===== src/rtl/cs_guard_pkg.sv =====
package cs_guard_pkg;

    localparam int MODE_W = 2;
    localparam int OPT_W  = 3;

    typedef enum logic [MODE_W-1:0] {
        MODE_OFF    = 2'd0,
        MODE_CE     = 2'd1,
        MODE_SUB    = 2'd2,
        MODE_STROBE = 2'd3
    } cs_mode_e;

    typedef struct packed {
        logic wr_lock;
        logic data_only;
        logic sup_only;
    } cs_opt_t;

    typedef enum logic [1:0] {
        ST_IDLE  = 2'd0,
        ST_GRANT = 2'd1,
        ST_FAULT = 2'd2
    } grd_state_e;

endpackage


===== src/rtl/cs_guard_match.sv =====
module cs_guard_match
    import cs_guard_pkg::*;
#(
    parameter int ADDR_W = 8
) (
    input  logic              valid,
    input  logic [ADDR_W-1:0] addr,
    input  logic [ADDR_W-1:0] base,
    input  logic [ADDR_W-1:0] mask,
    input  logic [MODE_W-1:0] mode,
    output logic              hit
);

    cs_mode_e mode_e;
    logic     in_window;

    always_comb begin
        mode_e    = cs_mode_e'(mode);
        in_window = ((addr & mask) == base);
        hit       = valid && in_window && (mode_e != MODE_OFF);
    end

endmodule


===== src/rtl/cs_guard_arbiter.sv =====
module cs_guard_arbiter #(
    parameter int NUM_CH = 4,
    localparam int IDX_W = (NUM_CH > 1) ? $clog2(NUM_CH) : 1
) (
    input  logic [NUM_CH-1:0] req,
    output logic [NUM_CH-1:0] grant,
    output logic [IDX_W-1:0]  idx,
    output logic              any
);

    always_comb begin
        grant = '0;
        idx   = '0;
        any   = 1'b0;
        for (int i = 0; i < NUM_CH; i++) begin
            if (req[i] && !any) begin
                grant[i] = 1'b1;
                idx      = IDX_W'(i);
                any      = 1'b1;
            end
        end
    end

endmodule


===== src/rtl/cs_guard_rules.sv =====
module cs_guard_rules
    import cs_guard_pkg::*;
(
    input  cs_mode_e mode,
    input  cs_opt_t  opt,
    input  logic     prot_hw,
    input  logic     is_write,
    input  logic     is_super,
    input  logic     is_instr,
    output logic     viol
);

    logic armed;
    logic sup_bad;
    logic data_bad;
    logic wr_bad;

    always_comb begin
        unique case (mode)
            MODE_CE,
            MODE_SUB:    armed = prot_hw;
            MODE_STROBE,
            MODE_OFF:    armed = 1'b0;
            default:     armed = 1'b0;
        endcase
        sup_bad  = opt.sup_only  && !is_super && !is_instr;
        data_bad = opt.data_only && is_instr;
        wr_bad   = opt.wr_lock   && is_write;
        viol     = armed && (sup_bad || data_bad || wr_bad);
    end

endmodule


===== src/rtl/cs_guard.sv =====
module cs_guard
    import cs_guard_pkg::*;
#(
    parameter int              NUM_CH    = 4,
    parameter int              ADDR_W    = 8,
    parameter logic [NUM_CH-1:0] PROT_MASK = 4'b0111
) (
    input  logic                       clk,
    input  logic                       rst,
    input  logic                       acc_valid,
    input  logic [ADDR_W-1:0]          acc_addr,
    input  logic                       acc_write,
    input  logic                       acc_super,
    input  logic                       acc_instr,
    input  logic [NUM_CH*ADDR_W-1:0]   ch_base,
    input  logic [NUM_CH*ADDR_W-1:0]   ch_mask,
    input  logic [NUM_CH*MODE_W-1:0]   ch_mode,
    input  logic [NUM_CH*OPT_W-1:0]    ch_opt,
    output logic [NUM_CH-1:0]          cs_en,
    output logic                       bus_err
);

    localparam int IDX_W = (NUM_CH > 1) ? $clog2(NUM_CH) : 1;

    logic [NUM_CH-1:0] hit;
    logic [NUM_CH-1:0] take;
    logic [IDX_W-1:0]  win;
    logic              any_hit;
    cs_mode_e          win_mode;
    cs_opt_t           win_opt;
    logic              win_prot;
    logic              viol;

    grd_state_e        state_q;
    grd_state_e        state_d;
    logic [NUM_CH-1:0] sel_q;

    for (genvar g = 0; g < NUM_CH; g++) begin : g_match
        cs_guard_match #(.ADDR_W(ADDR_W)) u_match (
            .valid (acc_valid),
            .addr  (acc_addr),
            .base  (ch_base[g*ADDR_W +: ADDR_W]),
            .mask  (ch_mask[g*ADDR_W +: ADDR_W]),
            .mode  (ch_mode[g*MODE_W +: MODE_W]),
            .hit   (hit[g])
        );
    end

    cs_guard_arbiter #(.NUM_CH(NUM_CH)) u_arb (
        .req   (hit),
        .grant (take),
        .idx   (win),
        .any   (any_hit)
    );

    always_comb begin
        win_mode = cs_mode_e'(ch_mode[win*MODE_W +: MODE_W]);
        win_opt  = cs_opt_t'(ch_opt[win*OPT_W +: OPT_W]);
        win_prot = PROT_MASK[win];
    end

    cs_guard_rules u_rules (
        .mode     (win_mode),
        .opt      (win_opt),
        .prot_hw  (win_prot),
        .is_write (acc_write),
        .is_super (acc_super),
        .is_instr (acc_instr),
        .viol     (viol)
    );

    // Next state: decided by the access of this cycle only
    always_comb begin
        unique case (state_q)
            ST_IDLE, ST_GRANT, ST_FAULT: begin
                if (!any_hit)  state_d = ST_IDLE;
                else if (viol) state_d = ST_FAULT;
                else           state_d = ST_GRANT;
            end
            default:           state_d = ST_IDLE;
        endcase
    end

    // State register
    always_ff @(posedge clk) begin
        if (rst) begin
            state_q <= ST_IDLE;
            sel_q   <= '0;
        end else begin
            state_q <= state_d;
            sel_q   <= take;
        end
    end

    // Outputs
    always_comb begin
        cs_en   = '0;
        bus_err = 1'b0;
        unique case (state_q)
            ST_IDLE:  ;
            ST_GRANT: cs_en   = sel_q;
            ST_FAULT: bus_err = 1'b1;
            default:  ;
        endcase
        if (rst) begin
            cs_en   = '0;
            bus_err = 1'b0;
        end
    end

endmodule


===== config.mk =====
export PLATFORM = sky130hd
export DESIGN_NAME = cs_guard
export DESIGN_NICKNAME = d
export VERILOG_FILES = /design/src/rtl/cs_guard_pkg.sv /design/src/rtl/cs_guard_match.sv /design/src/rtl/cs_guard_arbiter.sv /design/src/rtl/cs_guard_rules.sv /design/src/rtl/cs_guard.sv
export SDC_FILE = /design/constraint.sdc
export NUM_CORES = 1
export LEC_CHECK = 0
export BUFFER_PORTS_ARGS = -buffer_cell sky130_fd_sc_hd__clkbuf_2
export CAP_MARGIN = 20
export CORE_AREA = 2 2 59 55
export DETAILED_ROUTE_END_ITERATION = 12
export DIE_AREA = 0 0 61 57
export PLACE_DENSITY = 0.92
export SLEW_MARGIN = 15
export SYNTH_ARGS = -nofsm -noshare
export SYNTH_HDL_FRONTEND = slang
export SYNTH_SLANG_ARGS = --single-unit
export TNS_END_PERCENT = 10

===== constraint.sdc =====
create_clock -name clk -period 4.8 [get_ports clk]
set_clock_uncertainty 0.2 [all_clocks]
set_input_delay 0.48 -clock clk [delete_from_list [all_inputs] [get_ports clk]]
set_output_delay 0.48 -clock clk [all_outputs]
set_load 0.01 [all_outputs]

# After elaboration in Yosys (flattened, before gate mapping)
# Index checks and enable logic that the tools add are counted.
[word_totals] input_bits=98 reg_bits=6 out_inout_bits=5 elab_cells=72
[op_classes] n_shift=2 order_cmp=1 n_reduce_logical=33 bitwise_logic=6 muxes=18 multipliers=1 n_eq_ne=9
[ops] cell="8-bit bitwise AND" n=4
[ops] cell="8-bit == test" n=4
[ops] cell="1-bit logical AND" n=16
[ops] cell="12-bit by 5-bit variable part select with 3-bit output" n=1
[ops] cell="1-bit two-way mux" n=11
[ops] cell="4-bit two-way mux" n=2
[ops] cell="2-bit nonzero test" n=4
[ops] cell="8-bit by 4-bit variable part select with 2-bit output" n=1
[ops] cell="2-bit == test, second input constant" n=3
[ops] cell="2-bit two-way mux" n=3
[ops] cell="3-bit OR reduction" n=2
[ops] cell="1-bit zero test" n=5
[ops] cell="2-bit by 1-bit == test with 1-bit output, second input constant" n=2
[ops] cell="2-bit zero test" n=2
[ops] cell="2-bit by 2-bit multiplier with 4-bit output, second input constant" n=1
[ops] cell="2-bit OR reduction" n=2
[ops] cell="2-bit by 3-bit < comparator with 1-bit output, second input constant" n=1
[ops] cell="1-bit binary-select mux with 2-bit select" n=1
[ops] cell="1-bit logical OR" n=2
[ops] cell="1-bit NOT" n=2
[ops] cell="1-bit case mux with 2 select lines" n=1

# Longest topological paths before layout
# Gate-level depths: netlist of run 1.
[logic_depth] word_depth=22 ltp_mapped=8 depth_no_buf=8

# By module
# A second synthesis of run 1 with hierarchy kept.
[hier_totals] cells_unflattened=122 area_unflattened_um2=949.7
[by_module_without_submodules] module="cs_guard_match" seq_area_each_um2=0.0 area_per_inst_um2=128.9 n_inst=4 cells_each=20
[by_module_without_submodules] module="cs_guard" seq_area_each_um2=120.1 area_per_inst_um2=337.8 n_inst=1 cells_each=27
[by_module_without_submodules] module="cs_guard_arbiter" seq_area_each_um2=0.0 area_per_inst_um2=61.3 n_inst=1 cells_each=11
[by_module_without_submodules] module="cs_guard_rules" seq_area_each_um2=0.0 area_per_inst_um2=35.0 n_inst=1 cells_each=4

# Least setup slack after synthesis of run 1
# Ideal clock, no wire load.
[synth_timing] path_kind="input-to-reg" from="input ch_mask[23]" to="register state_q[1]" stages=8 required_ps=4484 t_arrival_ps=1988 n_path_buf=0 setup_slack_ps=2496 setup_time_ps=116 cell_sequence="a21o_1 -> a211oi_2 -> nand4_2 -> or2_4 -> a311o_1 -> a41oi_2 -> nand3_1 -> and3b_1"
[synth_via] elab_chain_cells=17 word_cells_on_any_way=33 classes_between="1 x mul; 4 x eq/ne; 2 x shift; 8 x mux; 2 x bitwise; 16 x reduce/logical"
[synth_rtl] element="start: declaration" line_no="cs_guard.sv:16" rtl="input logic [NUM_CH*ADDR_W-1:0] ch_mask,"
[synth_rtl] element="8-bit bitwise AND (*)" line_no="cs_guard_match.sv:19" rtl="in_window = ((addr & mask) == base);"
[synth_rtl] element="8-bit == test (*)" line_no="cs_guard_match.sv:19"
[synth_rtl] element="1-bit logical AND (*) (2 in a row)" line_no="cs_guard_match.sv:20" rtl="hit = valid && in_window && (mode_e != MODE_OFF);"
[synth_rtl] element="1-bit logical AND (*)" line_no="cs_guard_arbiter.sv:16" rtl="if (req[i] && !any) begin"
[synth_rtl] element="1-bit two-way mux" line_no="cs_guard_arbiter.sv:16"
[synth_rtl] element="1-bit zero test" line_no="cs_guard_arbiter.sv:16"
[synth_rtl] element="1-bit logical AND" line_no="cs_guard_arbiter.sv:16"
[synth_rtl] element="2-bit two-way mux" line_no="cs_guard_arbiter.sv:16"
[synth_rtl] element="2-bit by 2-bit multiplier with 4-bit output" line_no="cs_guard.sv:58" rtl="win_opt = cs_opt_t'(ch_opt[win*OPT_W +: OPT_W]);"
[synth_rtl] element="12-bit by 5-bit variable part select with 3-bit output" line_no="cs_guard.sv:58"
[synth_rtl] element="1-bit logical AND (2 in a row)" line_no="cs_guard_rules.sv:26" rtl="sup_bad = opt.sup_only && !is_super && !is_instr;"
[synth_rtl] element="1-bit logical OR (2 in a row)" line_no="cs_guard_rules.sv:29" rtl="viol = armed && (sup_bad || data_bad || wr_bad);"
[synth_rtl] element="1-bit logical AND" line_no="cs_guard_rules.sv:29"
[synth_rtl] element="2-bit two-way mux" line_no="cs_guard.sv:77" rtl="else if (viol) state_d = ST_FAULT;"
[synth_rtl] element="end signal: assignment" line_no="cs_guard.sv:90" rtl="state_q <= state_d;"
[synth_rtl] element="end: declaration" line_no="cs_guard.sv:34" rtl="grd_state_e state_q;"
# Every way passes the cells marked *; elsewhere a longest branch is shown, timed or not. The select of a mux whose other input is x is not followed.
# A chain may end at the register's enable or synchronous reset.

# Final worst setup path of run 1
[layout_timing] from="input acc_addr[7]" to="register state_q[1]"
[layout_via] elab_chain_cells=22 word_cells_on_any_way=51 classes_between="1 x mul; 7 x eq/ne; 2 x shift; 11 x mux; 5 x bitwise; 25 x reduce/logical"
[layout_rtl] element="start: declaration" line_no="cs_guard.sv:11" rtl="input logic [ADDR_W-1:0] acc_addr,"
[layout_rtl] element="8-bit bitwise AND" line_no="cs_guard_match.sv:19"
[layout_rtl] element="8-bit == test" line_no="cs_guard_match.sv:19"
[layout_rtl] element="1-bit logical AND (2 in a row)" line_no="cs_guard_match.sv:20"
[layout_rtl] element="1-bit two-way mux" line_no="cs_guard_arbiter.sv:16"
[layout_rtl] element="1-bit zero test" line_no="cs_guard_arbiter.sv:16"
[layout_rtl] element="1-bit logical AND" line_no="cs_guard_arbiter.sv:16"
[layout_rtl] element="1-bit two-way mux" line_no="cs_guard_arbiter.sv:16"
[layout_rtl] element="1-bit zero test" line_no="cs_guard_arbiter.sv:16"
[layout_rtl] element="[3 not listed]"
[layout_rtl] element="1-bit logical AND" line_no="cs_guard_arbiter.sv:16"
[layout_rtl] element="2-bit two-way mux" line_no="cs_guard_arbiter.sv:16"
[layout_rtl] element="2-bit by 2-bit multiplier with 4-bit output" line_no="cs_guard.sv:58"
[layout_rtl] element="12-bit by 5-bit variable part select with 3-bit output" line_no="cs_guard.sv:58"
[layout_rtl] element="1-bit logical AND (2 in a row)" line_no="cs_guard_rules.sv:26"
[layout_rtl] element="1-bit logical OR (2 in a row)" line_no="cs_guard_rules.sv:29"
[layout_rtl] element="1-bit logical AND" line_no="cs_guard_rules.sv:29"
[layout_rtl] element="2-bit two-way mux" line_no="cs_guard.sv:77"
# Parallel ways exist; a longest one is shown, timed or not. The select of a mux whose other input is x is not followed.

==> qor.yml, run 1 <==
clocking:
  post_cts_buffers: 0
  cts_sinks: 6
  cts.clk_slew.worst_paths_ns: 0.04
  cts_root_buffer: "clkbuf_4"
  cts_hold_buffers: 0
  cts-htree-levels: 1
  clock_latency_ns: 0.24
  cts-resized-gates: 0
  tritoncts: "built"
  cts_made_buffers: 3
  cts.path.max_buffers: 2
place:
  pre_cts_slack_ns: 2.15
  dp_cells: 304
  port_buffers: 102
  globalplace.congestion: 0.935
  postPlaceCellArea_um2: 1670
  place.detailed.hpwl_um: 3610
synth:
  synth_simple_gate_area_share_pct: 41.9
  synth-compound-area-share_pct: 37.4
  synth_edf_count: 0
  synth-xor-area-share_pct: 9.50
  yosys-top-cells-count: "nand2_1, nand3_1, a21oi_1, a21o_1, xor2_1"
  synth_top_family_by_area: "simple AND/OR/NAND/NOR gates"
  avgSynthCellArea_um2: 6.91
  synth_seq_cells: 6
  synth_cell_types: 40
  synth_top_area_share_pct: 10.9
  yosysMostFrequentCell: "nand2_1"
  synthCells: 160
  synth_top_area_cell: "dfxtp_1"
  synth_flop_cell: "dfxtp_1"
  synthMuxAreaShare_pct: 0
  syn_area_um2: 1110
  yosysWarnings: 0
  syn_nets: 258
  synth.top_cells.by_area: "dfxtp_1, xor2_1, a21o_1"
  synthAdderAreaFrac_pct: 0
  async_flop_share_pct: 0
  ys_seq_area_share_pct: 10.9
final_layout:
  fillers: 308
  regArea_um2: 120
  antenna_cells: 0
  syn_to_final_growth_pct: 52.9
  nNetsFinal: 365
  finalInstanceArea_um2: 1690
  drive_gt1_share_pct: 43.8
  multi_input_area_um2: 982
  stdcell_count: 307
timing:
  rsz0062_at_grt: "false"
  maxSlewHeadroom_pct: 72.6
  layout_setup_ws_ns: 2.39
  worst_pin_slew_ns: 0.410
  fin_crit_sh_pct: 50.2
  period_needed_ns: 2.41
  tns_ns: 0
  fmax_ghz: 0.415
  slew_violations: 0
  hold_viol_final: 0
  setup_viol: 0
drt:
  drtIter0Drc: 34
  wl_per_cell_um: 13.0
  final_antenna_net_count: 0
  drc: 0
  viasPerCell: 5.37
  finalWirelength_um: 3980
  dr.pass1.iters: 4
  vias: 1650
global_routing:
  grt_remaining_overflow: 0
  track_usage_pct: 22.9
  antenna_found_initial: 0
  grt_max_degree: 9
  busiest_layer: "met2"
  grt_pass1_vias: 1609
  use_met2_pct: 42.5
  grt_pass1_wl_um: 6130
  grt_util_met1_pct: 25.4
  grt_util_met3_pct: 2.49
power:
  swShare_pct: 33.5
  power.density_nw_per_um2: 117
  switching_power_w: 0.0000665
  leakagePower_nw: 0.892
  irDropWorstVdd_mv: 0.0476
  clockPowerShare_pct: 22.1
  sequentialPowerShare_pct: 25.3
  combPwrFrac_pct: 52.6
  intPower_w: 0.000132
run:
  timing.max_cap.violations: 0
floorplanning:
  pin_count: 103
  die_w_um: 61
  num_rows: 19
  die_area_um2: 3480
  coreArea_um2: 2920
  start_util_pct: 37.8
  die_h_um: 57
worst_setup_path:
  endpoint_kind: "register"
  r2r_start: "state_q[0]"
  rrSetupSlack_ns: 3.77
  slowest_delay_ns: 0.33
  cp.required_ns: 4.73
  r2r_end: "state_q[1]"
  path_class: "in -> reg"
  r2r_cells: 3
  worstPathMaxFanout: 8
  critPathSlowestCell: "a311o_1"
  start_kind: "input pin"
  path_cells: "clkbuf_2 -> a21o_1 -> a211oi_2 -> nand4_2 -> or2_4 -> a311o_1 -> a41oi_2 -> nand3_1 -> and3b_1"
  arrival_ns: 2.34
worst_hold_path:
  whs_path_depth: 2
  hp-start: "rst"
  holdPathEnd: "sel_q[0]"
  hp-class: "in -> reg"
run_status:
  outcome: "finished clean"
power groups by stage:
| stage | Combinational, W | Sequential [W] | Clock [W] |
|---|---|---|---|
| 2_1_floorplan | 0.0000443 | 0.0000510 | 0 |
| 3_3_place_gp | 0.000102 | 0.0000510 | 0 |
| 3_5_place_dp | 0.000104 | 0.0000510 | 0 |
| 4_1_cts | 0.000104 | 0.0000501 | 0.0000460 |
| 5_1_grt | 0.000115 | 0.0000501 | 0.0000467 |
| 6_report | 0.000104 | 0.0000502 | 0.0000439 |
state kept, by name (all words and copies together), names as in the netlist:
signal / flops
sel_q: 4
state_q: 2
layout by cell type, fill, tap and decap left out, drive strengths merged, types with 6 or more instances in the layout:
cell,n
and3b,6
a21oi,14
and3,8
o21ai,8
a211oi,7
nor3,8
a21o,10
xor2,10
clkbuf,105
nand3,16
dfxtp,6
nor2,7
nand2,17
critical path, delay by kind of cell:
family	cells	cell delay, ns
and+or+nand+nor	4	0.76
buffers and inverters	1	0.15
AOI/OAI and AO/OA	4	0.95
final cells by class:
type | instances | share of cell area [%]
multi-input combinational | 153 | 58.1
inverter | 1 | 0.222
timing repair buffer | 102 | 30.2
tap | 42 | 3.11
clock buffer | 3 | 1.33
sequential | 6 | 7.10
routing by layer:
metal	wire length, um	vias up
met4	65	0
met2	2060	71
met5	0	-
met1	1600	737
li1	-	834
met3	258	8
cell families after synthesis:
group           after synthesis
simple gates                 82
compound gates               59
xor+xnor                     12
flops                         6
buf+inv                       1
worst max path at each step:
| stage | start | cells after the start | to | slack [ns] |
|---|---|---|---|---|
| after detailed placement | acc_addr[7] | 9 | state_q[1] | 2.15 |
| final | acc_addr[7] | 9 | state_q[1] | 2.39 |
| after global routing | acc_addr[4] | 9 | state_q[1] | 2.26 |
| after CTS | acc_addr[7] | 9 | state_q[1] | 2.41 |
| after global placement | acc_addr[7] | 9 | state_q[1] | 2.19 |
| after floorplan | ch_mask[23] | 8 | state_q[1] | 2.50 |
metrics by stage:
step,util [%],power (W),hold WS [ns]
finish,57.9,0.000198,0.305
global route,57.9,0.000212,0.311
detailed placement,57.1,0.000155,0.364
global placement,57.1,0.000153,0.357
floorplan,-,0.0000953,0.320
CTS,57.9,0.000200,0.291
(Power assumes the default switching activity.)
==> run 2: changes to the inputs <==
--- a/config.mk
+++ b/config.mk
@@ -7,10 +7,10 @@
 export LEC_CHECK = 0
 export BUFFER_PORTS_ARGS = -buffer_cell sky130_fd_sc_hd__clkbuf_2
 export CAP_MARGIN = 20
-export CORE_AREA = 2 2 59 55
+export CORE_AREA = 2 2 64 60
 export DETAILED_ROUTE_END_ITERATION = 12
-export DIE_AREA = 0 0 61 57
-export PLACE_DENSITY = 0.92
+export DIE_AREA = 0 0 66 62
+export PLACE_DENSITY = 0.83
 export SLEW_MARGIN = 15
 export SYNTH_ARGS = -nofsm -noshare
 export SYNTH_HDL_FRONTEND = slang
==> constraint.sdc (replaced) <==
create_clock -name clk -period 2.2 [get_ports clk]
set_clock_uncertainty 0.2 [all_clocks]
set_input_delay 0.22 -clock clk [delete_from_list [all_inputs] [get_ports clk]]
set_output_delay 0.22 -clock clk [all_outputs]
set_load 0.01 [all_outputs]
==> qor.yml, run 2 (synthesis results as in run 1) <==
run_status:
  outcome: "finished clean"
worst_setup_path:
  r2r_end: "state_q[1]"
  rrSetupSlack_ns: 1.14  # -2.63 ns
  worstPathMaxFanout: 7  # -1
  r2r_cells: 3  # unchanged
  critPathSlowestCell: "or3_2"
  cp.required_ns: 2.11  # -2.62 ns
  slowest_delay_ns: 0.48  # +0.15 ns
  start_kind: "input pin"
  cpMostUsedCell: "nand3_1"
  r2r_start: "state_q[0]"
  arrival_ns: 1.95  # -0.39 ns
  endpoint_kind: "register"
  path_cells: "clkbuf_2 -> a21o_1 -> a211oi_1 -> nand3_1 -> or3_2 -> a41oi_2 -> nand3_1 -> and3b_1"
  path_class: "in -> reg"
drt:
  drtIter0Drc: 38  # +12%
  dr.pass1.iters: 4  # unchanged
  final_antenna_net_count: 0  # unchanged
  viasPerCell: 5.26  # -2.2%
  finalWirelength_um: 4170  # +4.8%
  wl_per_cell_um: 12.9  # -0.67%
  vias: 1703  # +3.2%
  drc: 0  # unchanged
clocking:
  cts-resized-gates: 0  # unchanged
  tritoncts: "built"
  cts_hold_buffers: 0  # unchanged
  clock_latency_ns: 0.22  # -0.02 ns
  cts_root_buffer: "clkbuf_8"
  cts.clk_slew.worst_paths_ns: 0.03  # about the same
  post_cts_buffers: 0  # unchanged
  cts_sinks: 6  # unchanged
  cts.path.max_buffers: 2  # unchanged
  cts_made_buffers: 3  # unchanged
  cts-htree-levels: 1  # unchanged
place:
  port_buffers: 102  # unchanged
  globalplace.congestion: 0.994  # +6.3%
  place.detailed.hpwl_um: 3730  # +3.5%
final_layout:
  antenna_cells: 0  # unchanged
  nNetsFinal: 378  # +3.6%
  largest_reg_flops: 4  # unchanged
  drive_gt1_share_pct: 46.4  # +2.6 points
  largest_register: "sel_q"
  reg_top3: "sel_q (4), state_q (2)"
  syn_to_final_growth_pct: 63.9
  final_common_cell: "clkbuf_2"
  layout_common_cells: "clkbuf_2, nand2_1, nand3_1"
global_routing:
  grt_util_met1_pct: 23.3  # -2.1 points
  grt_pass1_vias: 1437  # -11%
  grt_max_degree: 9  # unchanged
  grt_remaining_overflow: 0  # unchanged
  antenna_found_initial: 0  # unchanged
  track_usage_pct: 19.9  # -3.0 points
  use_met2_pct: 38.1  # -4.5 points
  grt_pass1_wl_um: 6180  # +0.67%
  grt_util_met3_pct: 3.06  # +0.57 points
  busiest_layer: "met2"
floorplanning:
  die_w_um: 66  # +8.2%
  die_area_um2: 4090  # +18%
  coreArea_um2: 3520  # +20%
  num_rows: 21  # +2
  die_h_um: 62  # +8.8%
  pin_count: 103  # unchanged
  start_util_pct: 31.4  # -6.4 points
timing:
  worst_pin_slew_ns: 0.384  # -0.0265 ns
  setup_viol: 0  # unchanged
  period_needed_ns: 2.05
  rsz0062_at_grt: "false"
  hold_viol_final: 0  # unchanged
  slew_violations: 0  # unchanged
  fin_hold_ws_ns: 0.0677  # -0.237 ns
  maxSlewHeadroom_pct: 74.4  # +1.8 points
  fmax_ghz: 0.489
  fin_crit_sh_pct: 93.0
power:
  power_w: 0.000510  # +160%
  power.density_nw_per_um2: 281  # +140%
  leakagePower_nw: 0.961  # +7.7%
  irDropWorstVdd_mv: 0.157  # +230%
worst_hold_path:
  whs_path_depth: 2  # unchanged
  hp-class: "in -> reg"
  hp-start: "rst"
  holdPathEnd: "sel_q[0]"
run:
  timing.max_cap.violations: 0  # unchanged
## run 2: changes by cell type in the layout (fill, tap and decap cells not counted)
| cell | before | now |
|---|---|---|
| buf_4 | 0 | 13 |
| clkbuf_8 | 0 | 3 |
| clkbuf_4 | 3 | 0 |
## run 2: through the flow
stage | setup WS (ns) | area, um2 | cells | TNS [ns] | util, %
floorplan | 0.156 | 1110 | 160 | 0 | -
global placement | -0.0261 | 1770 | 321 | -0.0261 | 50.3
detailed placement | -0.0702 | 1770 | 321 | -0.0702 | 50.3
CTS | 0.160 | 1810 | 324 | 0 | 51.5
global route | 0.0533 | 1810 | 324 | 0 | 51.5
finish | 0.154 | 1810 | 324 | 0 | 51.5
## run 2: worst max path at each step
stage | startpoint | end | cells after the start
2_1_floorplan | ch_mask[23] | state_q[1] | 8
3_5_place_dp | acc_addr[0] | state_q[1] | 8
3_3_place_gp | acc_addr[0] | state_q[1] | 9
4_1_cts | acc_addr[0] | state_q[1] | 8
5_1_grt | acc_addr[0] | state_q[1] | 9
6_report | acc_addr[0] | state_q[1] | 8
## run 2: layout make-up
| type | count | area, um2 |
|---|---|---|
| Sequential cell | 6 | 120 |
| Timing Repair Buffer | 115 | 608 |
| Tap cell | 46 | 57.6 |
| Multi-Input combinational cell | 153 | 982 |
| Fill cell | 379 | 1710 |
| Inverter | 1 | 3.75 |
| Clock buffer | 3 | 41.3 |
## run 2: worst max-delay path: cells and delay by family
family / cells / cell delay [ns]
compound gates: 3 / 0.62
buf+inv: 1 / 0.15
simple gates: 4 / 0.95
## run 2: layer usage
metal  vias up  wire, um
met1       764      1760
li1        860         -
met3         8       290
met5         -         0
met2        71      2060
met4         0        58
## run 2: power breakdown
| group | switching, W | leakage (nW) | internal, W |
|---|---|---|---|
| Clock | 0.0000433 | 0.0216 | 0.000117 |
| Combinational | 0.000114 | 0.891 | 0.000126 |
| Sequential | 0.0000000630 | 0.0483 | 0.000110 |
| Total | 0.000157 | 0.961 | 0.000353 |
